[config.mk]
export PLATFORM = sky130hd
export DESIGN_NAME = usbphy_pwr_seq
export DESIGN_NICKNAME = d
export VERILOG_FILES = /design/src/rtl/usbphy_pwr_pkg.sv /design/src/rtl/usbphy_tick_gen.sv /design/src/rtl/usbphy_wait_ctr.sv /design/src/rtl/usbphy_seq_fsm.sv /design/src/rtl/usbphy_pwr_seq.sv
export SDC_FILE = /design/constraint.sdc
export NUM_CORES = 1
export LEC_CHECK = 0
export ABC_AREA = 1
export BUFFER_PORTS_ARGS = -buffer_cell sky130_fd_sc_hd__buf_2
export CAP_MARGIN = 30
export CORE_ASPECT_RATIO = 1.25
export CORE_MARGIN = 1
export CORE_UTILIZATION = 30
export DETAILED_ROUTE_END_ITERATION = 6
export PLACE_DENSITY = 0.46
export SYNTH_ARGS = -nofsm -noshare
export SYNTH_HDL_FRONTEND = slang
export SYNTH_SLANG_ARGS = --single-unit
[constraint.sdc]
create_clock -name clk -period 3.48 [get_ports clk]
set_input_delay 0.522 -clock clk [delete_from_list [all_inputs] [get_ports clk]]
set_output_delay 0.522 -clock clk [all_outputs]
set_load 0.1 [all_outputs]
[src/rtl/usbphy_pwr_pkg.sv]
package usbphy_pwr_pkg;

  typedef enum logic [3:0] {
    ST_IDLE,
    ST_RST_LO,
    ST_SETTLE,
    ST_SUSP_HI,
    ST_POLL,
    ST_CONN_LO,
    ST_SUSP_LO,
    ST_RST_HI,
    ST_DONE
  } seq_st_e;

  localparam logic [1:0] MODE_HS_FUNC = 2'd3;
  localparam logic [1:0] MODE_HS_20   = 2'd2;

  function automatic int unsigned max_u(input int unsigned a, input int unsigned b);
    return (a > b) ? a : b;
  endfunction

  // Clock cycles spanned by a number of microsecond ticks
  function automatic int unsigned us_to_cycles(input int unsigned us, input int unsigned per_us);
    return us * per_us;
  endfunction

  // Whether a command with this mode runs any register steps
  function automatic logic mode_active(input logic alt, input logic [1:0] mode);
    return alt ? 1'b1 : (mode == MODE_HS_FUNC);
  endfunction

endpackage

[src/rtl/usbphy_tick_gen.sv]
module usbphy_tick_gen #(
  parameter int unsigned CLK_PER_US = 8
) (
  input  logic clk,
  input  logic rst_n,
  input  logic clr,
  output logic tick
);
  localparam int unsigned DW = (CLK_PER_US > 1) ? $clog2(CLK_PER_US) : 1;
  localparam logic [DW-1:0] LAST = DW'(CLK_PER_US - 1);

  logic [DW-1:0] div_q;
  logic          wrap;

  assign wrap = (div_q == LAST);
  assign tick = wrap && !clr;

  always_ff @(posedge clk or negedge rst_n) begin
    if (!rst_n)      div_q <= '0;
    else if (clr)    div_q <= '0;
    else if (wrap)   div_q <= '0;
    else             div_q <= div_q + 1'b1;
  end

  AST_DIV_BOUND: assert property (@(posedge clk) disable iff (!rst_n)
    div_q <= LAST);
endmodule

[src/rtl/usbphy_wait_ctr.sv]
module usbphy_wait_ctr #(
  parameter int unsigned CW = 9
) (
  input  logic          clk,
  input  logic          rst_n,
  input  logic          clr,
  input  logic          inc,
  input  logic [CW-1:0] limit,
  output logic          last
);
  logic [CW-1:0] cnt_q;

  assign last = (cnt_q >= limit);

  always_ff @(posedge clk or negedge rst_n) begin
    if (!rst_n)              cnt_q <= '0;
    else if (clr)            cnt_q <= '0;
    else if (inc && !last)   cnt_q <= cnt_q + 1'b1;
  end

  AST_CNT_NO_OVERRUN: assert property (@(posedge clk) disable iff (!rst_n)
    (inc && last) |=> (cnt_q <= $past(cnt_q)));
endmodule

[src/rtl/usbphy_seq_fsm.sv]
module usbphy_seq_fsm
  import usbphy_pwr_pkg::*;
#(
  parameter bit          ALT_PROFILE = 1'b0,
  parameter int unsigned POLL_MAX    = 20,
  parameter int unsigned SETTLE_US   = 340,
  parameter int unsigned CW          = 9
) (
  input  logic          clk,
  input  logic          rst_n,
  input  logic          on_req,
  input  logic          off_req,
  input  logic [1:0]    mode_sel,
  input  logic          pll_lock,
  input  logic          tick,
  input  logic          cnt_last,
  output logic          wait_clr,
  output logic [CW-1:0] cnt_limit,
  output logic          pll_rst_o,
  output logic          suspm_o,
  output logic          connect_o,
  output logic          busy_o,
  output logic          done_o,
  output logic          timeout_o
);
  seq_st_e    st_q;
  logic [1:0] mode_q;
  logic       in_wait;
  logic       accept;
  logic       lock_hit;
  logic       poll_expire;

  assign in_wait     = (st_q == ST_POLL) || (st_q == ST_SETTLE);
  assign wait_clr    = !in_wait;
  assign cnt_limit   = (st_q == ST_SETTLE) ? CW'(SETTLE_US - 1) : CW'(POLL_MAX - 1);
  assign accept      = (st_q == ST_IDLE) && (on_req || off_req);
  assign lock_hit    = (st_q == ST_POLL) && tick && pll_lock;
  assign poll_expire = (st_q == ST_POLL) && tick && !pll_lock && cnt_last;
  assign busy_o      = (st_q != ST_IDLE);
  assign done_o      = (st_q == ST_DONE);

  always_ff @(posedge clk or negedge rst_n) begin
    if (!rst_n) begin
      st_q      <= ST_IDLE;
      mode_q    <= '0;
      pll_rst_o <= 1'b1;
      suspm_o   <= 1'b0;
      connect_o <= 1'b0;
      timeout_o <= 1'b0;
    end else begin
      unique case (st_q)
        ST_IDLE: begin
          if (on_req) begin
            mode_q    <= mode_sel;
            timeout_o <= 1'b0;
            st_q      <= mode_active(ALT_PROFILE, mode_sel) ? ST_RST_LO : ST_DONE;
          end else if (off_req) begin
            mode_q    <= mode_sel;
            timeout_o <= 1'b0;
            if (ALT_PROFILE)
              st_q <= (mode_sel == MODE_HS_20) ? ST_SUSP_LO : ST_RST_HI;
            else
              st_q <= (mode_sel == MODE_HS_FUNC) ? ST_CONN_LO : ST_DONE;
          end
        end
        ST_RST_LO: begin
          pll_rst_o <= 1'b0;
          st_q      <= ALT_PROFILE ? ST_SETTLE : ST_SUSP_HI;
        end
        ST_SETTLE: begin
          if (tick && cnt_last)
            st_q <= (mode_q == MODE_HS_20) ? ST_SUSP_HI : ST_DONE;
        end
        ST_SUSP_HI: begin
          suspm_o <= 1'b1;
          st_q    <= ALT_PROFILE ? ST_DONE : ST_POLL;
        end
        ST_POLL: begin
          if (lock_hit) begin
            connect_o <= 1'b1;
            st_q      <= ST_DONE;
          end else if (poll_expire) begin
            timeout_o <= 1'b1;
            st_q      <= ST_DONE;
          end
        end
        ST_CONN_LO: begin
          connect_o <= 1'b0;
          st_q      <= ST_SUSP_LO;
        end
        ST_SUSP_LO: begin
          suspm_o <= 1'b0;
          st_q    <= ST_RST_HI;
        end
        ST_RST_HI: begin
          pll_rst_o <= 1'b1;
          st_q      <= ST_DONE;
        end
        ST_DONE:  st_q <= ST_IDLE;
        default:  st_q <= ST_IDLE;
      endcase
    end
  end

  AST_CONN_AFTER_LOCK: assert property (@(posedge clk) disable iff (!rst_n)
    $rose(connect_o) |-> $past(pll_lock));
  AST_CONN_POWERED: assert property (@(posedge clk) disable iff (!rst_n)
    connect_o |-> (suspm_o && !pll_rst_o));
  AST_SUSP_AFTER_RST: assert property (@(posedge clk) disable iff (!rst_n)
    $rose(suspm_o) |-> ($past(!pll_rst_o) && !pll_rst_o));
  AST_TIMEOUT_NO_CONN: assert property (@(posedge clk) disable iff (!rst_n)
    timeout_o |-> !connect_o);
  AST_ALT_NO_CONN: assert property (@(posedge clk) disable iff (!rst_n)
    (ALT_PROFILE == 1'b0) || !connect_o);
  AST_DONE_PULSE: assert property (@(posedge clk) disable iff (!rst_n)
    done_o |=> !done_o);
  AST_IDLE_HOLD: assert property (@(posedge clk) disable iff (!rst_n)
    (!busy_o && !on_req && !off_req) |=>
      ($stable(pll_rst_o) && $stable(suspm_o) && $stable(connect_o)));
  AST_BUSY_DROP: assert property (@(posedge clk) disable iff (!rst_n)
    (busy_o && !done_o) |=> busy_o);
  AST_ON_WINS: assert property (@(posedge clk) disable iff (!rst_n)
    (accept && on_req && off_req && mode_active(ALT_PROFILE, mode_sel)) |=> !pll_rst_o || (st_q == ST_RST_LO));
endmodule

[src/rtl/usbphy_pwr_seq.sv]
module usbphy_pwr_seq
  import usbphy_pwr_pkg::*;
#(
  parameter int unsigned CLK_PER_US  = 8,
  parameter int unsigned POLL_MAX    = 20,
  parameter int unsigned SETTLE_US   = 340,
  parameter bit          ALT_PROFILE = 1'b0
) (
  input  logic       clk,
  input  logic       rst_n,
  input  logic       pwr_on_req_i,
  input  logic       pwr_off_req_i,
  input  logic [1:0] mode_sel_i,
  input  logic       pll_lock_i,
  output logic       pll_rst_o,
  output logic       suspm_o,
  output logic       connect_o,
  output logic       busy_o,
  output logic       done_o,
  output logic       timeout_o
);
  localparam int unsigned CW = $clog2(max_u(POLL_MAX, SETTLE_US) + 1);

  logic          us_tick;
  logic          wait_clr;
  logic          cnt_last;
  logic [CW-1:0] cnt_limit;

  usbphy_tick_gen #(.CLK_PER_US(CLK_PER_US)) u_tick (
    .clk   (clk),
    .rst_n (rst_n),
    .clr   (wait_clr),
    .tick  (us_tick)
  );

  usbphy_wait_ctr #(.CW(CW)) u_wait (
    .clk   (clk),
    .rst_n (rst_n),
    .clr   (wait_clr),
    .inc   (us_tick),
    .limit (cnt_limit),
    .last  (cnt_last)
  );

  usbphy_seq_fsm #(
    .ALT_PROFILE (ALT_PROFILE),
    .POLL_MAX    (POLL_MAX),
    .SETTLE_US   (SETTLE_US),
    .CW          (CW)
  ) u_fsm (
    .clk       (clk),
    .rst_n     (rst_n),
    .on_req    (pwr_on_req_i),
    .off_req   (pwr_off_req_i),
    .mode_sel  (mode_sel_i),
    .pll_lock  (pll_lock_i),
    .tick      (us_tick),
    .cnt_last  (cnt_last),
    .wait_clr  (wait_clr),
    .cnt_limit (cnt_limit),
    .pll_rst_o (pll_rst_o),
    .suspm_o   (suspm_o),
    .connect_o (connect_o),
    .busy_o    (busy_o),
    .done_o    (done_o),
    .timeout_o (timeout_o)
  );
endmodule

======== After elaboration in Yosys (flattened, before gate mapping) ========
Index checks and enable logic that the tools add are counted.
word-level totals
  flip-flop bits (word level) ............. 22
  input bits .............................. 7
  output and inout bits ................... 6
  logic and storage cells ................. 75
operators by class
  $add $sub $neg .......................... 2
  order comparisons ....................... 1
  eq/ne operators ......................... 18
  mux-type cells .......................... 25
  reduce and logical (&&, ||, !) cells .... 21
operators by type and width
  cell                                                                   number
  4-bit two-way mux                                                      8
  4-bit one-hot mux with 8 select lines                                  1
  9-bit two-way mux                                                      3
  4-bit by 3-bit equality test with 1-bit output, second input constant  4
  2-bit nonzero test                                                     5
  9-bit by 1-bit adder with 9-bit output, second input constant          1
  9-bit greater-or-equal comparator                                      1
  4-bit by 2-bit equality test with 1-bit output, second input constant  2
  1-bit one-hot mux with 2 select lines                                  4
  1-bit logical AND                                                      7
  3-bit two-way mux                                                      2
  2-bit != test, second input constant                                   3
  1-bit two-way mux                                                      5
  2-bit equality test, second input constant                             2
  4-bit by 1-bit equality test with 1-bit output, second input constant  1
  4-bit equality test, second input constant                             1
  4-bit logical NOT                                                      1
  2-bit two-way mux                                                      2
  2-bit by 1-bit != test with 1-bit output, second input constant        2
  2-bit AND reduction                                                    2
  4-bit AND reduction                                                    1
  4-bit nonzero test                                                     1
  3-bit by 1-bit adder with 3-bit output, second input constant          1
  3-bit equality test, second input constant                             1
  other kinds (5)                                                        6

======== Longest topological paths before layout ========
Gate-level depths: netlist of the first run.
  depth in word-level cells ............... 9
  mapped depth ............................ 13

======== By module ========
Synthesis of the first run repeated with hierarchy kept, for this count alone.
unflattened totals
  cell total of the unflattened synthesis .. 225
  area, all modules ....................... 1641.6 sq um
modules (own cells, without submodules)
  module           times used  cells an instance  area an instance (sq um)  sequential area each (sq um)
  usbphy_wait_ctr  1           111                803.3                     225.2
  usbphy_seq_fsm   1           100                701.9                     251.5
  usbphy_tick_gen  1           14                 136.4                     75.1

======== Least setup slack after synthesis of the first run ========
No wires, ideal clock.
  path kind ............................... register -> output
  from .................................... register u_fsm.st_q[0]
  to ...................................... output port done_o
  arrival time ............................ 2.787 ns
  data required time ...................... 2.958 ns
  path slack .............................. 0.171 ns
  stages on the path, launching flop included .. 4
  buffers on the path ..................... 0
  cells stage by stage .................... dfrtp_1 -> nor2_2 -> inv_1 -> nor3_1
on the way
  cells in the longest elaborated chain, start to end .. 1
ends and longest elaborated chain
  item                      line                  RTL
  start: declaration        usbphy_seq_fsm.sv:26  seq_st_e st_q;
  start signal: assignment  usbphy_seq_fsm.sv:56  st_q <= mode_active(ALT_PROFILE, mode_sel) ? ST_RST_LO : ST_DONE;
  start signal: assignment  usbphy_seq_fsm.sv:61  st_q <= (mode_sel == MODE_HS_20) ? ST_SUSP_LO : ST_RST_HI;
  start signal: assignment  usbphy_seq_fsm.sv:63  st_q <= (mode_sel == MODE_HS_FUNC) ? ST_CONN_LO : ST_DONE;
  4-bit equality test       usbphy_seq_fsm.sv:40  assign done_o = (st_q == ST_DONE);
  end: declaration          usbphy_pwr_seq.sv:19  output logic done_o,
Every way passes these cells.

======== Worst setup path after layout of the first run ========
Same ends and word-level chain as after synthesis.

==> results of run 1 <==
worst max-delay path, delay by kind of cell, from the launching register on:
kind	cells	cell delay (ps)
buf+inv	2	590
simple gates	2	400
flops	1	460
per-stage QoR:
| step | std cells | hold slack [ps] | setup slack [ps] | util | power (mW) |
|---|---|---|---|---|---|
| floorplan | 169 | 226 | 171 | - | 0.262 |
| global placement | 239 | 430 | 1440 | 0.344 | 0.272 |
| detailed placement | 239 | 433 | 1390 | 0.344 | 0.272 |
| CTS | 243 | 240 | 1250 | 0.354 | 0.443 |
| global route | 243 | 260 | 1180 | 0.354 | 0.453 |
| finish | 243 | 218 | 1250 | 0.354 | 0.432 |
sequential cells by signal, summed over array words and instances (netlist names):
signal           flops
u_fsm.suspm_o        1
u_fsm.mode_q         2
u_fsm.connect_o      1
u_fsm.pll_rst_o      1
u_fsm.timeout_o      1
u_fsm.st_q           4
u_tick.div_q         3
u_wait.cnt_q         9
layer usage:
metal  vias up  part of all wire  wire (um)  GRT usage
met1       524              0.42       1220      0.154
met3         9             0.045        129     0.0191
li1        576                 -          -          -
met5         -                 0          0          0
met2        33              0.50       1420      0.228
met4         0             0.035        100     0.0744
worst paths after layout:
check	start	to	depth (start not counted)
hold / removal	rst_n	u_fsm.mode_q[0]$_DFFE_PN0P_	1
hold reg to reg	u_tick.div_q[0]$_DFF_PN0_	u_tick.div_q[0]$_DFF_PN0_	1
setup / recovery	u_fsm.st_q[0]$_DFFE_PN0P_	done_o	4
min in group clk	u_tick.div_q[0]$_DFF_PN0_	u_tick.div_q[0]$_DFF_PN0_	1
max in group asynchronous	rst_n	u_fsm.pll_rst_o$_DFFE_PN1P_	1
setup reg to reg	u_fsm.st_q[3]$_DFFE_PN0P_	u_wait.cnt_q[6]$_DFFE_PN0P_	12
cell usage after synthesis (all sizes together):
| cell | n |
|---|---|
| nand2 | 41 |
| nor2 | 26 |
| inv | 23 |
| dfrtp | 21 |
| nand3 | 17 |
| o21ai | 12 |
| a21oi | 11 |
| ha | 5 |
| nand4 | 4 |
| nor3 | 2 |
| xor2 | 2 |
| a221oi | 1 |
| clkinv | 1 |
| dfstp | 1 |
| mux2 | 1 |
| o21a | 1 |
kinds of logic (layout without fill, tap and decap cells):
group	after synthesis	after routing	synth area share
AOI/OAI and AO/OA	25	25	0.117
xor gates and xnor gates	2	2	0.0127
adders and majority gates	5	5	0.0455
buffers and inverters	24	40	0.0745
DFF	22	22	0.401
muxes	1	1	0.00818
and+or+nand+nor	90	90	0.341
power groups by stage:
stage          Sequential (mW)  Combinational, mW  Clock [mW]
6_report                 0.255             0.0110       0.166
5_1_grt                  0.255             0.0130       0.185
4_1_cts                  0.255             0.0116       0.176
3_5_place_dp             0.260             0.0116           0
3_3_place_gp             0.260             0.0113           0
2_1_floorplan            0.261           0.000937           0
area by class of cell:
type	count	area (um2)
multi-input combinational	123	722
inverter	24	103
timing repair buffer	12	60.1
fill	464	2840
clock buffer	4	45.0
sequential	22	552
tap	58	72.6
==> impl_results.md, run 1 <==
* Reg power frac at 0.591
* Net Sw Frac at 0.213
* Leakage at ~0.75 nW
* CP peak stage delay at between 400 and 500 ps
* Global Route Usage Sum at 0.132
* Max VDD drop at approximately 110 uV
* Warnings from Yosys at 0
* Rows at 27
* Final wirelength at roughly 2.9 mm
* Mapped Area at between 1000 and 1500 um2
* CP max FO at 6
* Worst skew pair latency at between 200 and 300 ps
* Worst path arrival time at between 1500 and 2000 ps
* Vias in the first global route at 1153
* Clock skew at 3.69 ps
* Max-Cap Viols at 0
* Tcrit/Tclk final at 0.640
* DPL Wire Length at ~2.2 mm
* Crit Path Class: reg -> out
* Period minus WS final at approximately 2200 ps
* Status: complete, no violations
* Leading area contributor after synthesis: dfrtp_1
* Combinational share of power at 0.025
* Worst slew pin tran at approximately 520 ps
* Power share of the clock group at 0.383
* Grt ovf at 0
* Crit path launch type: register
* Diodes inserted at 0
* Flop-to-flop setup slack at 1370 ps
* Core box area at about 4400 um2
* Share of layout cells above drive strength 1 at 0.238
* Worst relative slew slack at 0.656
* Library cells used by synthesis at 25
* Most frequent cells in the layout: 35 x nand2_1, 21 x dfrtp_1, 20 x inv_1
* Area share of the largest cell type after synthesis at 0.382
* RePlAce Congestion at ~0.82
* FF+latch count, synth at 22
* Clock Path Buffers at 2
* H-tree Lvls at 1
* PD cells at between 200 and 300 nW/um2
* Antenna Violating Nets Remaining at 0
* Chip height at 77.7 um
* Detailed-route via count at between 1000 and 1500
* # DRC at 0
* Post-CTS setup-driven buffer insertion count at 0
* Clock sink count at 22
* Resize count post-CTS at 0
* CTS tree: built
* CTS Buf Count at 3
* Crit path cell chain: nor2_2 -> inv_1 -> nor3_1 -> buf_2
* DR pass1 iterations at 4
* RSZ-0062 raised after global routing: false
* # nets final at 198
* Setup_tns at 0 ps
* Die width at ~63 um
* Cells after Synth at 169
* Vias per cell at approximately 4.7
* Commonest non-fill, non-tap cell in the layout: nand2_1
* Largest net degree at the start of global routing at 23
* Worst Path Required at 2960 ps
* Die area at a little under 5000 um2
* Int Power at 340 uW
* Final Cell Area at 1550 um2
* Hold Vio Cnt, Final at 0
* Buffers on Ports at 12
* Clk Tree Root Cell: clkbuf_8
* Initial DRC Count at 71
* Synth area leaders: dfrtp_1 38%, nand2_1 9.5%, nand3_1 5.8%, inv_1 5.5%, nor2_1 4.9%
* Initial Util at 0.313
* Layout area overhead at 12.9%
* Seq/Total Area, Yosys at 0.401
* Syn Area/Cell at about 8 um2
* Hold Buf Count CTS at 0
* Placed instance area at ~1500 um2
* Final Max Slew Viols at 0
* Final setup vio count at 0
* P_sw at approximately 92 uW
* Max Fclk at around 450 MHz
* Slowest cell on crit path: dfrtp_1
* Crit. End Element: output port
* # IOs at 13
* Clk slew on worst S/H paths at roughly 80 ps
* Initial antenna violation count at 0
* Drt wl/cell at between 10 and 15 um
* First-pass GRT wire length at between 5 and 6 mm
* Syn nets at ~180
* Hold Crit Class: in -> async
Note: power is estimated with default switching activity, not from simulation.
==> run 2, diff against run 1 <==
Clock period 3.48 ns to 2.1 ns, I/O delays scaled along.
==> run 2 against run 1 <==
Critical path depth up 2. Largest cell class unchanged. Worst hold slack lost 200 ps. Utilization is 1.6 points higher. Critical path type unchanged. Count of clock-buffer cells in the layout is the same. Wire length rose by 7.4%. Critical endpoint is now busy_o. Sequential share of layout area shrank 1.5 points. Register-to-register slack lost 1200 ps. Highest routed layer unchanged.
==> impl_results.md, run 2 (synthesis results as in run 1) <==
* Status: complete, no violations
* CP peak stage delay at roughly 420 ps
* Buffers on Ports at 12
* Hold Vio Cnt, Final at 0
* CTS tree: built
* Vias per cell at around 4.8
* Worst skew pair latency at approximately 260 ps
* Worst slew pin tran at just over 500 ps
* Slowest cell on crit path: dfrtp_1
* Hold Buf Count CTS at 0
* Initial Util at 0.313
* Clk slew on worst S/H paths at ~80 ps
* Most frequent cells in the layout: 34 x nand2_1, 21 x dfrtp_1, 20 x inv_1
* Detailed-route via count at 1186
* Grt ovf at 0
* Largest net degree at the start of global routing at 23
* Resize count post-CTS at 0
* RePlAce Congestion at 0.838
* Max-Cap Viols at 0
* Share of layout cells above drive strength 1 at 0.270
* Clock skew at 3.08 ps
* Rows at 27
* H-tree Lvls at 1
* Crit path cell chain: buf_4 -> nor2_2 -> inv_1 -> nor2_4 -> inv_1 -> clkbuf_4
* Post-route insts no fill at 247
* Worst relative slew slack at 0.659
* Tcrit/Tclk final at 0.986
* Worst path arrival time at between 1500 and 2000 ps
* Post-route setup slack at approximately 30 ps
* Final Util at 0.370
* Core box area at roughly 4400 um2
* Clock sink count at 22
* Max Fclk at ~480 MHz
* DR pass1 iterations at 4
* Global Route Usage Sum at 0.139
* Crit Path Class: reg -> out
* Post-CTS setup-driven buffer insertion count at 0
* Die width at approximately 63 um
* Final hold slack at 14.2 ps
* Commonest non-fill, non-tap cell in the layout: nand2_1
* Leakage at 0.778 nW
* Vias in the first global route at between 1000 and 1500
* Final wirelength at 3.08 mm
* Initial DRC Count at between 40 and 50
* Placed cell count at around 240
* Chip height at 77.7 um
* Clock Path Buffers at 2
* DPL Wire Length at about 2.4 mm
* Layout area overhead at 18.0%
* Period minus WS final at 2070 ps
* Final Max Slew Viols at 0
* Clk Tree Root Cell: clkbuf_8
* Worst Path Required at around 1800 ps
* RSZ-0062 raised after global routing: true
* Crit. End Element: output port
* Fillers at 484
* Largest register by flop count: u_wait.cnt_q
* Drt wl/cell at about 12 um
* Largest regs: u_wait.cnt_q (9), u_fsm.st_q (4), u_tick.div_q (3)
* Antenna Violating Nets Remaining at 0
* Largest register FFs at 9
* Diodes inserted at 0
* # nets final at slightly above 200
* Die area at roughly 4900 um2
* # DRC at 0
* PD cells at 437 nW/um2
* Initial antenna violation count at 0
* CTS Buf Count at 3
* CP max FO at 5
* Tot Pwr at between 700 and 800 uW
* Dpl ws at approximately 42 ps
* Crit path launch type: register
* Final setup vio count at 0
* Max VDD drop at 194 uV
* CP dominant cell by count: inv_1
* Hold Crit Class: in -> async
* First-pass GRT wire length at around 5.3 mm
* # IOs at 13
## run 2: critical path, delay by kind of cell (launching register included)
kind	cells	cell delay (ps)
and+or+nand+nor	2	400
buffers and inverters	4	680
DFF	1	420
## run 2: through the flow
step | cell area [um2] | TNS, ps
6_report | 1620 | 0
2_1_floorplan | 1390 | 0
4_1_cts | 1610 | 0
3_5_place_dp | 1570 | 0
5_1_grt | 1620 | -318
3_3_place_gp | 1570 | 0
## run 2: cell type report
cell class	instances	area (um2)	share of cell area
Clock buffer	4	45.0	0.0277
Inverter	24	103	0.0632
Multi-Input combinational cell	123	744	0.458
Sequential cell	22	552	0.340
Tap cell	58	72.6	0.0447
Timing Repair Buffer	16	108	0.0663
## run 2: report_power, final
part	internal, mW	leakage (nW)	switching (mW)	total (mW)
clock	0.135	0.0228	0.133	0.269
sequential	0.423	0.279	0	0.423
combinational	0.00462	0.476	0.0139	0.0185
## run 2: worst paths after layout
| kind | cells past startpoint | endpoint | slack, ps | from |
|---|---|---|---|---|
| worst max-delay path | 6 | busy_o | 30 | u_fsm.st_q[0]$_DFFE_PN0P_ |
| worst min-delay path | 1 | u_fsm.st_q[3]$_DFFE_PN0P_ | 10 | rst_n |
| worst max register to register | 12 | u_fsm.st_q[3]$_DFFE_PN0P_ | 150 | u_fsm.st_q[1]$_DFFE_PN0P_ |
| worst min register to register | 1 | u_tick.div_q[0]$_DFF_PN0_ | 450 | u_tick.div_q[0]$_DFF_PN0_ |
| max in group asynchronous | 1 | u_fsm.pll_rst_o$_DFFE_PN1P_ | 1710 | rst_n |
| min in group clk | 2 | u_fsm.mode_q[1]$_DFFE_PN0P_ | 310 | mode_sel_i[1] |
## run 2: metal layers
layer / vias to the layer above / GRT usage / routed length [um]
met2: 21 / 0.262 / 1710
met1: 570 / 0.159 / 1250
met5: - / 0 / 0
met4: 0 / 0.0419 / 38
met3: 7 / 0.0191 / 70
li1: 588 / - / -
==> run 3, diff against run 2 <==
Settings changed: RECOVER_POWER from default to 25.
==> run 3 against run 2 <==
Count of clock-buffer cells in the layout is the same. Sequential share of layout area barely moved. Clock skew stayed put. Register-to-register slack is essentially flat. Maximum frequency stayed put. Setup slack did not move. Utilization barely moved. Die area unchanged. Largest cell class unchanged.
==> impl_results.md, run 3 (synthesis results as in run 1) <==
* Clock sink count at 22
* Commonest non-fill, non-tap cell in the layout: nand2_1
* Status: complete, no violations
* M1 WL at around 1.3 mm
* Chip height at roughly 78 um
* Worst skew pair latency at approximately 260 ps
* Power share of the clock group at 0.378
* DR pass1 iterations at 4
* Post-route insts no fill at roughly 250
* Reg2Reg Depth at 12
* Net Sw Frac at 0.207
* Vias in the first global route at between 1000 and 1500
* Top Metal Used: met4
* Combinational share of power at 0.026
* Worst relative slew slack at 0.182
* Hold Buf Count CTS at 0
* Clock skew at ~3.1 ps
* Reg power frac at 0.596
* H-tree Lvls at 1
* Post-CTS setup-driven buffer insertion count at 0
* CTS Buf Count at 3
* # DRC at 0
* Placed cell count at approximately 240
* Rows at 27
* PD cells at around 440 nW/um2
* Detail Route met2 WL at between 1.5 and 2 mm
* Global Route Usage Sum at 0.139
* Clock Path Buffers at 2
* Tcrit/Tclk final at 0.986
* Antenna Violating Nets Remaining at 0
* Vias per cell at between 4 and 5
* Met3 routed WL at 69 um
* First-pass GRT wire length at between 5 and 6 mm
* Buffers on Ports at 12
* Detailed-route via count at between 1000 and 1500
* Initial DRC Count at between 40 and 50
* RSZ-0062 raised after global routing: true
* Diodes inserted at 0
* Crit. End Element: output port
* Hold Crit Class: in -> async
* Final setup vio count at 0
* Die area at between 4000 and 5000 um2
* Largest net degree at the start of global routing at 23
* Dpl ws at ~42 ps
* DPL Wire Length at around 2.4 mm
* # IOs at 13
* Final hold slack at ~290 ps
* RePlAce Congestion at between 0.8 and 0.9
* Initial antenna violation count at 0
* Leakage at between 0.7 and 0.8 nW
* P_sw at ~150 uW
* Post-route setup slack at a little over 30 ps
* Largest regs: u_wait.cnt_q (9), u_fsm.st_q (4), u_tick.div_q (3)
* Resize count post-CTS at 0
* Final Max Slew Viols at 0
* Largest register by flop count: u_wait.cnt_q
* Worst path arrival time at 1750 ps
* Final wirelength at 3.07 mm
* Max Fclk at around 480 MHz
* Largest register FFs at 9
* # nets final at 202
* Die width at 62.6 um
* Initial Util at 0.313
* Int Power at between 500 and 600 uW
* Share of layout cells above drive strength 1 at 0.265
* Layout area overhead at 17.9%
* Worst slew pin tran at between 1000 and 1500 ps
* Clk Tree Root Cell: clkbuf_8
* Grt ovf at 0
* Crit path launch type: register
* Drt wl/cell at about 12 um
* Clk slew on worst S/H paths at around 80 ps
* Hold Vio Cnt, Final at 0
* CTS tree: built
* Core box area at 4390 um2
* Crit Path Class: reg -> out
* Max-Cap Viols at 0
* Max VDD drop at around 190 uV
* Most frequent cells in the layout: 34 x nand2_1, 21 x dfrtp_1, 20 x inv_1
* Worst Path Required at between 1500 and 2000 ps
* Period minus WS final at between 2000 and 2500 ps
* CP max FO at 5
* Final Util at 0.370
[run 3: changes by cell type in the layout (fill, tap and decap cells not counted), sizes merged]
cell,change
buf,-1
clkbuf,+1
[run 3: per-stage QoR]
step | setup TNS [ps] | power [mW] | cell area [um2]
6_report | 0 | 0.710 | 1620
4_1_cts | 0 | 0.729 | 1610
5_1_grt | -318 | 0.751 | 1620
2_1_floorplan | 0 | 0.433 | 1390
3_5_place_dp | 0 | 0.451 | 1570
3_3_place_gp | 0 | 0.451 | 1570
[run 3: final cells by class]
cell class / count / area [um2]
Clock buffer: 4 / 45.0
Multi-Input combinational cell: 123 / 744
Inverter: 24 / 103
Fill cell: 485 / 2770
Timing Repair Buffer: 16 / 106
Sequential cell: 22 / 552
Tap cell: 58 / 72.6
[run 3: critical path: stages, from the launching register on]
cell and delay [ps]:
dfrtp_1 420, buf_4 170, nor2_2 210, inv_1 150, nor2_4 190, inv_1 80, clkbuf_4 280
[run 3: power groups by stage]
stage	sequential [mW]	combinational (mW)	clock (mW)
2_1_floorplan	0.432	0.00155	0
3_3_place_gp	0.432	0.0190	0
3_5_place_dp	0.432	0.0196	0
4_1_cts	0.423	0.0197	0.286
5_1_grt	0.423	0.0210	0.306
6_report	0.423	0.0182	0.269
[run 3: final timing paths]
check / start / end / slack (ps)
worst max-delay path: u_fsm.st_q[0]$_DFFE_PN0P_ / busy_o / 30
worst min-delay path: rst_n / u_fsm.st_q[3]$_DFFE_PN0P_ / 290
worst max register to register: u_fsm.st_q[1]$_DFFE_PN0P_ / u_fsm.st_q[3]$_DFFE_PN0P_ / 150
worst min register to register: u_tick.div_q[0]$_DFF_PN0_ / u_tick.div_q[0]$_DFF_PN0_ / 450
max in group asynchronous: rst_n / u_fsm.st_q[1]$_DFFE_PN0P_ / 1080
min in group clk: mode_sel_i[1] / u_fsm.mode_q[1]$_DFFE_PN0P_ / 310
[run 3: layer usage]
layer,up-vias,GRT usage
met5,-,0
met4,0,0.0419
met3,7,0.0191
met2,21,0.262
met1,570,0.159
li1,588,-
